`src/rtl/frame_chk_pkg.sv`:
```
package frame_chk_pkg;

  // Strobes from control to datapath, one set per cycle
  typedef struct packed {
    logic beat;       // accepted beat this cycle
    logic sof;        // this beat opens a frame
    logic checkOrder; // ordering comparison applies to this beat
    logic eof;        // this beat closes a frame
  } ctlStrobes_t;

  // Decide whether a new frame number is acceptable after the previous one
  function automatic logic orderLegal(input logic [7:0] prevNum,
                                      input logic [7:0] newNum,
                                      input int unsigned wrapWin);
    logic fwd;
    logic wrap;
    fwd  = (newNum >= prevNum);
    wrap = (32'(prevNum) >= (32'd256 - wrapWin)) && (32'(newNum) < wrapWin);
    return fwd || wrap;
  endfunction

endpackage

```
`src/rtl/frame_chk_dp.sv`:
```
module frame_chk_dp
  import frame_chk_pkg::*;
#(
  parameter int BYTES    = 8,
  parameter int CNT_W    = 16,
  parameter int WRAP_WIN = 16
) (
  input  logic               clk,
  input  logic               rstN,
  input  logic               clrFlags,
  input  ctlStrobes_t        strb,
  input  logic [BYTES*8-1:0] tData,
  output logic               orderErr,
  output logic               byteErr,
  output logic [CNT_W-1:0]   errCount,
  output logic [CNT_W-1:0]   frameCount
);

  localparam logic [CNT_W-1:0] CNT_MAX = {CNT_W{1'b1}};

  logic [7:0]       refByte;
  logic [7:0]       refNow;
  logic [BYTES-1:0] laneBad;
  logic             mismatch;
  logic             orderBad;
  logic             anyErr;

  // Lane 0 of an opening beat is the reference for that same beat
  assign refNow = strb.sof ? tData[7:0] : refByte;

  for (genvar i = 0; i < BYTES; i++) begin : g_lane
    assign laneBad[i] = (tData[i*8 +: 8] != refNow);
  end

  assign mismatch = strb.beat && (|laneBad);
  assign orderBad = strb.checkOrder &&
                    !orderLegal(refByte, tData[7:0], WRAP_WIN);
  assign anyErr   = mismatch || orderBad;

  always_ff @(posedge clk) begin
    if (!rstN) begin
      refByte    <= '0;
      orderErr   <= 1'b0;
      byteErr    <= 1'b0;
      errCount   <= '0;
      frameCount <= '0;
    end else begin
      if (strb.sof) refByte <= tData[7:0];
      if (clrFlags) begin
        orderErr <= 1'b0;
        byteErr  <= 1'b0;
        errCount <= '0;
      end else begin
        if (orderBad) orderErr <= 1'b1;
        if (mismatch) byteErr  <= 1'b1;
        if (anyErr && errCount != CNT_MAX) errCount <= errCount + 1'b1;
      end
      if (strb.eof && frameCount != CNT_MAX) frameCount <= frameCount + 1'b1;
    end
  end

  AST_CLEAR_WINS: assert property (@(posedge clk) disable iff (!rstN)
    clrFlags |=> (!orderErr && !byteErr && errCount == '0));

  AST_IDLE_HOLD: assert property (@(posedge clk) disable iff (!rstN)
    (!strb.beat && !clrFlags) |=> ($stable(errCount) && $stable(frameCount)
                                   && $stable(orderErr) && $stable(byteErr)));

  AST_FRAME_STEP: assert property (@(posedge clk) disable iff (!rstN)
    (strb.eof && frameCount != CNT_MAX) |=> frameCount == $past(frameCount) + 1'b1);

  AST_ERR_MONO: assert property (@(posedge clk) disable iff (!rstN)
    !clrFlags |=> errCount >= $past(errCount));

  AST_ORDER_STICKY: assert property (@(posedge clk) disable iff (!rstN)
    (orderErr && !clrFlags) |=> orderErr);

  AST_BYTE_STICKY: assert property (@(posedge clk) disable iff (!rstN)
    (byteErr && !clrFlags) |=> byteErr);

endmodule

```
`config.mk`:
```
export PLATFORM = sky130hd
export DESIGN_NAME = frame_chk_dp
export DESIGN_NICKNAME = d
export VERILOG_FILES = /design/src/rtl/frame_chk_pkg.sv /design/src/rtl/frame_chk_dp.sv
export SDC_FILE = /design/constraint.sdc
export NUM_CORES = 1
export LEC_CHECK = 0
export BUFFER_PORTS_ARGS = -buffer_cell sky130_fd_sc_hd__buf_2
export CAP_MARGIN = 20
export CORE_MARGIN = 2
export CORE_UTILIZATION = 30
export CTS_BUF_LIST = sky130_fd_sc_hd__clkbuf_16
export CTS_CLUSTER_DIAMETER = 80
export CTS_CLUSTER_SIZE = 12
export DETAILED_ROUTE_END_ITERATION = 12
export GPL_TIMING_DRIVEN = 0
export PLACE_DENSITY = 0.64
export SYNTH_ARGS = -nofsm -noshare
export SYNTH_HDL_FRONTEND = slang
export SYNTH_SLANG_ARGS = --single-unit
```
`constraint.sdc`:
```
create_clock -name clk -period 2.6 [get_ports clk]
set_clock_uncertainty 0.05 [all_clocks]
set_input_delay 0.26 -clock clk [delete_from_list [all_inputs] [get_ports clk]]
set_output_delay 0.26 -clock clk [all_outputs]
set_load 0.05 [all_outputs]
```
### Word-level counts from Yosys, hierarchy flattened

Index checks and enable logic that the tools add are counted.

| storage, ports and cells | value |
|---|---|
| register bits after elaboration | 42 |
| input port bits | 71 |
| word-level logic and storage cells | 32 |

| operators by class | value |
|---|---|
| add/subtract/negate cells | 2 |
| order comparisons | 3 |
| equality and inequality tests | 10 |
| mux-type cells | 1 |
| bitwise operators | 1 |
| reductions and logical operators | 10 |

Operators with widths:

| cell | count |
|---|---|
| inequality test 8 bit | 8 |
| adder 16 x 1 -> 16 bit (second input constant) | 2 |
| inequality test 16 bit (second input constant) | 2 |
| >= comparator 8 bit | 1 |
| >= comparator 8 bit (second input constant) | 1 |
| less-than comparator 8 x 5 -> 1 bit (second input constant) | 1 |
| two-way mux 8 bit | 1 |
| OR reduction 8 bit | 1 |
| logical AND 1 bit | 5 |
| logical OR 1 bit | 2 |
| OR reduction 2 bit | 1 |
| logical NOT 1 bit | 1 |
| inverter 1 bit | 1 |

### Depth between registers and ports, before layout

Gate-level depths: netlist (run 1).

| depth | value |
|---|---|
| depth in word-level cells | 7 |
| depth in mapped cells | 12 |

### Worst setup path after synthesis (run 1)

OpenSTA, ideal clock, no wires.

| timing | value |
|---|---|
| path type | register to register |
| from | register frameCount[6] |
| to | register frameCount[10] |
| library setup time | 128 ps |
| arrival time | 2445 ps |
| required time | 2422 ps |
| path slack | -23 ps |
| stages on the path, launching flop included | 9 |
| path buffers | 0 |
| clock period less this slack | 2623 ps |
| cells stage by stage | dfxtp_1 and3_1 and3_1 nand3_1 o31ai_1 inv_1 and4_1 xnor2_1 nor2_1 |

| between the ends | value |
|---|---|
| word-level cells in the longest chain between the ends | 2 |
| elaborated cells between the ends (all ways) | 3 |

Ends and longest elaborated chain:

| what | line | text |
|---|---|---|
| start: declaration | frame_chk_dp.sv:16 | `output logic [CNT_W-1:0] frameCount` |
| start signal: assignment | frame_chk_dp.sv:58 | `if (strb.eof && frameCount != CNT_MAX) frameCount <= frameCount + 1'b1;` |
| parallel branches: the longest is 2 deep, another holds adder 16 x 1 -> 16 bit | -- |  |

Parallel ways; which one is timed is not known.
A chain may end at the register's enable or synchronous reset.

### Worst setup path after layout (run 1)

| timing | value |
|---|---|
| from | register refByte[0] |
| to | register errCount[7] |

| between the ends | value |
|---|---|
| word-level cells in the longest chain between the ends | 7 |
| elaborated cells between the ends (all ways) | 19 |

Ends and longest elaborated chain:

| what | line | text |
|---|---|---|
| start: declaration | frame_chk_dp.sv:21 | `logic [7:0] refByte;` |
| start signal: assignment | frame_chk_dp.sv:48 | `if (strb.sof) refByte <= tData[7:0];` |
| >= comparator 8 bit | frame_chk_pkg.sv:18 | `wrap = (32'(prevNum) >= (32'd256 - wrapWin)) && (32'(newNum) < wrapWin);` |
| logical AND 1 bit | frame_chk_pkg.sv:18 |  |
| logical OR 1 bit | frame_chk_pkg.sv:19 | `return fwd \|\| wrap;` |
| logical NOT 1 bit | frame_chk_dp.sv:37 | `!orderLegal(refByte, tData[7:0], WRAP_WIN);` |
| logical AND 1 bit | frame_chk_dp.sv:36 | `assign orderBad = strb.checkOrder &&` |
| logical OR 1 bit (*) | frame_chk_dp.sv:38 | `assign anyErr = mismatch \|\| orderBad;` |
| logical AND 1 bit (*) | frame_chk_dp.sv:56 | `if (anyErr && errCount != CNT_MAX) errCount <= errCount + 1'b1;` |
| end signal: assignment | frame_chk_dp.sv:56 |  |
| end: declaration | frame_chk_dp.sv:15 | `output logic [CNT_W-1:0] errCount,` |

Every way passes the cells marked *; elsewhere a longest branch is shown, timed or not.

==> results of run 1 <==
## final cells by class
type                       instances  area (um2)
clock inverter                     3        37.5
clock buffer                       5         125
sequential                        42         845
timing repair buffer             108         553
multi-input combinational        290        1870
fill                             891        5040
buffer                             9        60.1
inverter                          16        60.1
tap                              108         135
## cells in the mapped netlist (2+ instances only)
cell and n:
nor3b_2 2, nor4_1 6, nor3_1 20, clkbuf_1 4, nor2_1 68, o21ai_0 11
xnor2_1 22, inv_1 16, or3_1 2, and3_1 8, and2_1 2, ha_1 10
nand3_1 20, buf_6 2, xor2_1 7, dfxtp_1 42, and4_1 3, nand4_1 6
o22ai_1 3, a31oi_1 6, a21o_1 2, buf_1 2, nand2_1 37, a2111oi_0 2
a21oi_1 17, nand2b_1 6, nor3b_1 3, mux2i_1 10
## power groups by stage
stage | Combinational (mW) | Sequential (mW) | Clock, mW
global route | 0.315 | 0.675 | 0.723
finish | 0.283 | 0.673 | 0.687
floorplan | 0.128 | 0.703 | 0
global placement | 0.256 | 0.684 | 0
detailed placement | 0.265 | 0.685 | 0
CTS | 0.273 | 0.671 | 0.700
## state kept, by name, indices dropped and copies added (netlist names)
name and cells:
byteErr 1, frameCount 16, refByte 8, errCount 16, orderErr 1
## cell families after synthesis
group | synth area share
AND/OR/NAND/NOR | 0.350
adder cells (fa/ha/maj) | 0.0463
multiplexers | 0.0422
buffers and inverters | 0.0445
flip-flops | 0.311
AO/OA/AOI/OAI | 0.111
XOR/XNOR | 0.0941
## worst min path at each step
stage / to / from / cells after the start / slack [ns]
6_report: frameCount[7] / rstN / 2 / 0.16
3_5_place_dp: frameCount[1] / frameCount[1] / 2 / 0.44
4_1_cts: frameCount[7] / rstN / 2 / 0.16
2_1_floorplan: frameCount[7] / rstN / 1 / 0.33
3_3_place_gp: frameCount[1] / frameCount[1] / 2 / 0.43
5_1_grt: frameCount[7] / rstN / 2 / 0.21
## stage by stage
step,TNS (ns),utilization
final,0,0.422
after global routing,-0.0161,0.422
after CTS,0,0.408
after detailed placement,-5.17,0.385
after global placement,-4.09,0.385
after floorplan,0,-
## metal layers
layer,GRT usage,share of wire,vias up
met4,0.0411,0.016,0
met3,0.0291,0.052,10
met1,0.198,0.45,1337
li1,-,-,1478
met5,0,0,-
met2,0.275,0.49,76
## repair_timing
action / CTS / global route
setup buffers: 1 / 4
setup endpoints to repair: 16 / 15
pin swaps: 1 / 3
resized for setup: 7 / 19
hold endpoints to repair: 0 / 0
==> metrics.md, run 1 <==
| Metric | Value |
|---|---|
| Area contributors post-synth | `dfxtp_1, nor2_1, xnor2_1, nand2_1, ha_1` |
| Worst hold path type | `input pin to flop` |
| CTS Root Cell | `clkbuf_16` |
| I/O Buffers | `103` |
| Die ar. | `about 9800 um2` |
| Cell accounting for the most synthesized area | `dfxtp_1` |
| Syn Area/Cell | `7.56 um2` |
| Total gr overflow | `0` |
| Largest net degree at the start of global routing | `13` |
| Max FO, Critical Path | `10` |
| Most frequent cells in the layout | `buf_2, nor2_1, dfxtp_1, nand2_1, xnor2_1` |
| Routed WL per cell | `13.6 um` |
| Post-synth EDFFs | `0` |
| CP max-delay cell | `dfxtp_2` |
| CP arrival | `~2.6 ns` |
| CP Buf/Inv Count | `1` |
| Total Wirelength | `7920 um` |
| Fin area | `3680 um2` |
| Antenna violations before repair | `0` |
| Final critical-path share of the clock period | `0.970` |
| Leakage | `1.59 nW` |
| Peak supply drop | `0.000268 V` |
| Async SR Flop Fraction | `0` |
| Diode count | `0` |
| Worst path required time | `2.70 ns` |
| Pwr dens | `446 nW/um2` |
| Sw power | `0.420 mW` |
| Io pins | `105` |
| Yosys cell types | `46` |
| Internal | `1.22 mW` |
| Synth top area share | `0.311` |
| Clock Latency Late Sink | `0.28 ns` |
| Critical path type | `flop to flop` |
| Clk pin slew, worst setup/hold paths | `0.06 ns` |
| Final ANT Viol Nets | `0` |
| Reg2reg start | `refByte[0]` |
| Fin nets | `553` |
| Worst-margin pin slew | `~0.57 ns` |
| Mapped Cells | `~360` |
| Flop2flop setup slack | `0.08 ns` |
| Total CTS buffers | `5` |
| Min Hold Slack | `around 0.16 ns` |
| Tmin final | `between 2 and 3 ns` |
| Critical Path End Type | `flop` |
| Outcome | `finished, final reports clean` |
| Reg2reg end | `errCount[7]` |
| Pwr Total | `1.64 mW` |
| Residual DRC | `0` |
| Post-DP Area | `approximately 3400 um2` |
| H-tree Lvls | `2` |
| Die W | `98.9 um` |
| Seq/Total Area, Yosys | `0.311` |
| Placer Congestion | `about 0.9` |
| First-pass GRT wire length | `12800 um` |
| Reg2Reg Depth | `11` |
| Min setup slack post-route | `about 0.079 ns` |
| Overall Global Routing Usage | `0.157` |
| Clock power share | `0.418` |
| Placed Cells | `568` |
| Vias in the first global route | `2789` |
| Synth Warn # | `0` |
| Clock buffer depth | `2` |
| DP Worst Slack | `-0.375 ns` |
| Max transition margin | `0.620` |
| Fmax achieved | `between 0.3 and 0.4 GHz` |
| Detailed placer's ending HPWL | `roughly 6200 um` |
| Critical Path Most Common Cell | `a21o_1` |
| Critical-path cell list | `ha_1 -> nand2b_1 -> a21o_1 -> a21o_1 -> a21oi_2 -> o221a_2 -> and4b_4 -> buf_8 -> nor3b_2 -> xnor2_1 -> nor2_1` |
| Core area | `8720 um2` |
| Syn_nets | `around 440` |
| Rows | `34` |
| Dominant synthesized flop cell | `dfxtp_1` |
| Post-synthesis cell area | `between 2000 and 3000 um2` |
| Comb power frac | `0.172` |
| Crit-path max cell delay | `0.33 ns` |
| Crit path max-delay family | `compound AO/OA/AOI/OAI gates` |
| Layout cells sized above 1 | `0.311` |
| DRT Pass-1 Iters | `4` |
| DRT iter0 DRCs | `92` |
| Yosys reg bits | `42` |
| Fin cells | `slightly below 600` |
| Levels on crit path | `11` |
| Vias per cell | `4.99` |
| Starting Density | `0.310` |
| Setup violators final | `0` |
| Max-slew violations | `0` |
| CTS tree | `done` |
| Commonest non-fill, non-tap cell in the layout | `buf_2` |
| Crit path launch type | `flop` |
| Area growth from synthesis to final layout | `36.3%` |
| Crit path capture | `errCount[7]` |
| Max-cap violations | `0` |
| Hold Buf Count CTS | `0` |
| Final Hold Fails | `0` |
| Clock Sinks | `42` |
| Sequential Power Share | `0.410` |
| Switching share of power | `0.256` |
| CP startpoint | `refByte[0]` |
| Die Ht | `around 99 um` |
| Vias | `about 2900` |
Power figures use the tool's default switching activity.
==> inputs of run 2 (changes only) <==
--- a/config.mk
+++ b/config.mk
@@ -5,6 +5,7 @@
 export SDC_FILE = /design/constraint.sdc
 export NUM_CORES = 1
 export LEC_CHECK = 0
+export ABC_AREA = 1
 export BUFFER_PORTS_ARGS = -buffer_cell sky130_fd_sc_hd__buf_2
 export CAP_MARGIN = 20
 export CORE_MARGIN = 2
@@ -14,7 +15,7 @@
 export CTS_CLUSTER_SIZE = 12
 export DETAILED_ROUTE_END_ITERATION = 12
 export GPL_TIMING_DRIVEN = 0
-export PLACE_DENSITY = 0.64
+export PLACE_DENSITY = 0.62
 export SYNTH_ARGS = -nofsm -noshare
 export SYNTH_HDL_FRONTEND = slang
 export SYNTH_SLANG_ARGS = --single-unit
==> run 2 against run 1 <==
Net effect:
- critical path depth up 6
- worst hold slack better by 0.049 ns
- die area up 18%
- design area up 10%
- via count up 29%
==> metrics.md, run 2 <==
| Metric | Value |
|---|---|
| H-tree Lvls | `2 (unchanged)` |
| Mapped Cells | `570 (+60%)` |
| Cell accounting for the most synthesized area | `dfxtp_1` |
| Max-slew violations | `0 (unchanged)` |
| CTS Root Cell | `clkbuf_16` |
| Total Wirelength | `8840 um (+12%)` |
| Switching share of power | `0.293 (+0.0371)` |
| Post-synth top cells | `nand2_1, inv_1, nor2_1` |
| Largest registers | `errCount: 16 flops, frameCount: 16 flops, refByte: 8 flops` |
| Crit path max-delay family | `simple AND/OR/NAND/NOR gates` |
| Sequential Power Share | `0.379 (-0.031)` |
| Die ar. | `11500 um2 (+18%)` |
| Syn_nets | `651 (+49%)` |
| # fillers | `1147 (+29%)` |
| Fin area | `4050 um2 (+10%)` |
| First-pass GRT wire length | `14500 um (+14%)` |
| Layout cells sized above 1 | `0.182 (-0.129)` |
| RSZ-0062 raised after global routing | `no` |
| CP Buf/Inv Count | `4 (+3)` |
| Worst hold path type | `input pin to flop` |
| CTS resizes | `0 (-7)` |
| Syn Area/Cell | `5.60 um2 (-26%)` |
| Die W | `107 um (+8.4%)` |
| Synth Warn # | `0 (unchanged)` |
| Register area | `841 um2 (-0.44%)` |
| Setup violators final | `0 (unchanged)` |
| Final Hold Fails | `0 (unchanged)` |
| Post-synth EDFFs | `0 (unchanged)` |
| Tmin final | `2.24 ns (-0.280 ns)` |
| Fmax achieved | `0.446 GHz (+12%)` |
| CTS tree | `done` |
| Largest net degree at the start of global routing | `15 (+2)` |
| Critical-path cell list | `inv_1 -> nand2_2 -> nand2_1 -> nand2_1 -> nand2_1 -> inv_1 -> nand2_1 -> nor2_1 -> nand2_1 -> nor2_1 -> nand3_1 -> nand2_1 -> nand2_1 -> buf_6 -> buf_6 -> a21oi_1 -> nor2_1` |
| DP Worst Slack | `0.148 ns (+0.523 ns)` |
| Commonest non-fill, non-tap cell in the layout | `nand2_1` |
| Dominant synthesized flop cell | `dfxtp_1` |
| Most frequent cells in the layout | `nand2_1, buf_2, inv_1, nor2_1, dfxtp_1` |
| Synth top area share | `0.263 (-0.0482)` |
| Worst path required time | `2.73 ns (+0.03 ns)` |
| Min Hold Slack | `0.212 ns (+0.0485 ns)` |
| Fin cells | `818 (+41%)` |
| Max transition margin | `0.642 (+0.0221)` |
| Area growth from synthesis to final layout | `26.9%` |
| Yosys reg bits | `42 (unchanged)` |
| Min setup slack post-route | `0.359 ns (+0.280 ns)` |
| Peak supply drop | `0.000247 V (-7.7%)` |
| Placer Congestion | `0.890 (-0.65%)` |
| Max-cap violations | `0 (unchanged)` |
| Worst-margin pin slew | `0.537 ns (-0.0297 ns)` |
| Clock Sinks | `42 (unchanged)` |
| Final ANT Viol Nets | `0 (unchanged)` |
| CP arrival | `2.37 ns (-0.26 ns)` |
| Critical Path Most Common Cell | `nand2_1` |
| Post-DP Area | `3880 um2 (+16%)` |
| Vias in the first global route | `3375 (+21%)` |
| Io pins | `105 (unchanged)` |
| Flop2flop setup slack | `0.36 ns (+0.28 ns)` |
| DRT Pass-1 Iters | `4 (unchanged)` |
| Setup Fix Bufs, Post-CTS | `0 (-1)` |
| Yosys cell types | `29 (-37%)` |
| Vias per cell | `4.57 (-8.6%)` |
| Crit-path max cell delay | `0.33 ns (about the same)` |
| Clock Latency Late Sink | `0.28 ns (about the same)` |
| Starting Density | `0.309 (about the same)` |
| CP max-delay cell | `dfxtp_1` |
| Hold Buf Count CTS | `0 (unchanged)` |
| Area contributors post-synth | `dfxtp_1, nand2_1, inv_1, nor2_1, nand3_1` |
| Residual DRC | `0 (unchanged)` |
| Post-synthesis cell area | `3190 um2 (+18%)` |
| Core area | `10300 um2 (+18%)` |
| Fin nets | `762 (+38%)` |
| Total gr overflow | `0 (unchanged)` |
| Critical path type | `flop to flop` |
| Clock buffer depth | `2 (unchanged)` |
| Overall Global Routing Usage | `0.154 (-0.00278)` |
| Antenna violations before repair | `0 (unchanged)` |
| Leakage | `2.17 nW (+37%)` |
| Dominant cell by count in the synthesized netlist | `nand2_1` |
| Pwr Total | `1.78 mW (+8.3%)` |
| Pwr dens | `439 nW/um2 (-1.6%)` |
| Setup TNS | `0 ns (unchanged)` |
| Max FO, Critical Path | `10 (unchanged)` |
| Routed WL per cell | `10.8 um (-21%)` |
| Comb power frac | `0.217 (+0.045)` |
| Total CTS buffers | `5 (unchanged)` |
| Placed Cells | `810 (+43%)` |
| Async SR Flop Fraction | `0 (unchanged)` |
| Final Util | `0.393 (-0.0294)` |
| Internal | `1.26 mW (+2.9%)` |
| Clock power share | `0.405 (-0.013)` |
| Final critical-path share of the clock period | `0.862 (-0.108)` |
| Outcome | `finished, final reports clean` |
| Clk pin slew, worst setup/hold paths | `0.06 ns (about the same)` |
| Crit path launch type | `flop` |
| Vias | `3735 (+29%)` |
| Area of the multi-input gates | `1960 um2 (+5.3%)` |
| Sw power | `0.521 mW (+24%)` |
| Rows | `37 (+8.8%)` |
| I/O Buffers | `104 (+0.97%)` |
| Diode count | `0 (unchanged)` |
| Die Ht | `107 um (+8.4%)` |
| DRT iter0 DRCs | `173 (+88%)` |
| Seq/Total Area, Yosys | `0.263 (-0.0482)` |
| Detailed placer's ending HPWL | `7080 um (+15%)` |
| Critical Path End Type | `flop` |
run 2: cell count changes after synthesis, moves of 7 or more:
| cell | previous run | this run |
|---|---|---|
| nand2_1 | 37 | 207 |
| inv_1 | 16 | 85 |
| mux2i_1 | 10 | 0 |
| xnor2_1 | 22 | 0 |
| nand3_1 | 20 | 40 |
| and3_1 | 8 | 0 |
| nor3_1 | 20 | 12 |
| nand3b_1 | 1 | 8 |
| a21oi_1 | 17 | 32 |
| nor2_1 | 68 | 76 |
run 2: power by group through the flow:
stage	sequential [mW]	clock (mW)	combinational, mW
4_1_cts	0.674	0.746	0.387
5_1_grt	0.675	0.780	0.438
6_report	0.674	0.720	0.385
3_3_place_gp	0.688	0	0.379
3_5_place_dp	0.688	0	0.385
2_1_floorplan	0.714	0	0.223
run 2: final timing paths:
kind | to | depth (start not counted) | from
worst max register to register | errCount[12] | 17 | refByte[4]
worst min register to register | frameCount[4] | 2 | frameCount[4]
worst max-delay path | errCount[12] | 17 | refByte[4]
worst min-delay path | byteErr | 3 | strb[3]
run 2: cell type report:
| class | instances | area share |
|---|---|---|
| repair buffers | 104 | 0.128 |
| well taps | 136 | 0.0420 |
| multi-input cells | 432 | 0.485 |
| clock inverters | 3 | 0.0108 |
| inverters | 87 | 0.0806 |
| clock buffers | 5 | 0.0309 |
| plain buffers | 9 | 0.0154 |
| flip-flops and latches | 42 | 0.207 |
run 2: layer usage:
layer | GRT usage | vias up | wire, um
met5 | 0 | - | 0
met4 | 0.0445 | 0 | 101
met3 | 0.0304 | 9 | 564
met2 | 0.268 | 104 | 4120
met1 | 0.193 | 1616 | 4060
li1 | - | 2006 | -
run 2: tightest hold or removal path: stages:
cell,delay (ns)
buf_2,0.11
nand2_1,0.07
a21oi_1,0.06
run 2: logic make-up after synthesis:
kind of cell,Yosys count,synth area share
and+or+nand+nor,362,0.470
DFF,42,0.263
xor gates and xnor gates,5,0.0137
adders and majority gates,10,0.0392
AOI/OAI and AO/OA,55,0.0917
buffers and inverters,96,0.122
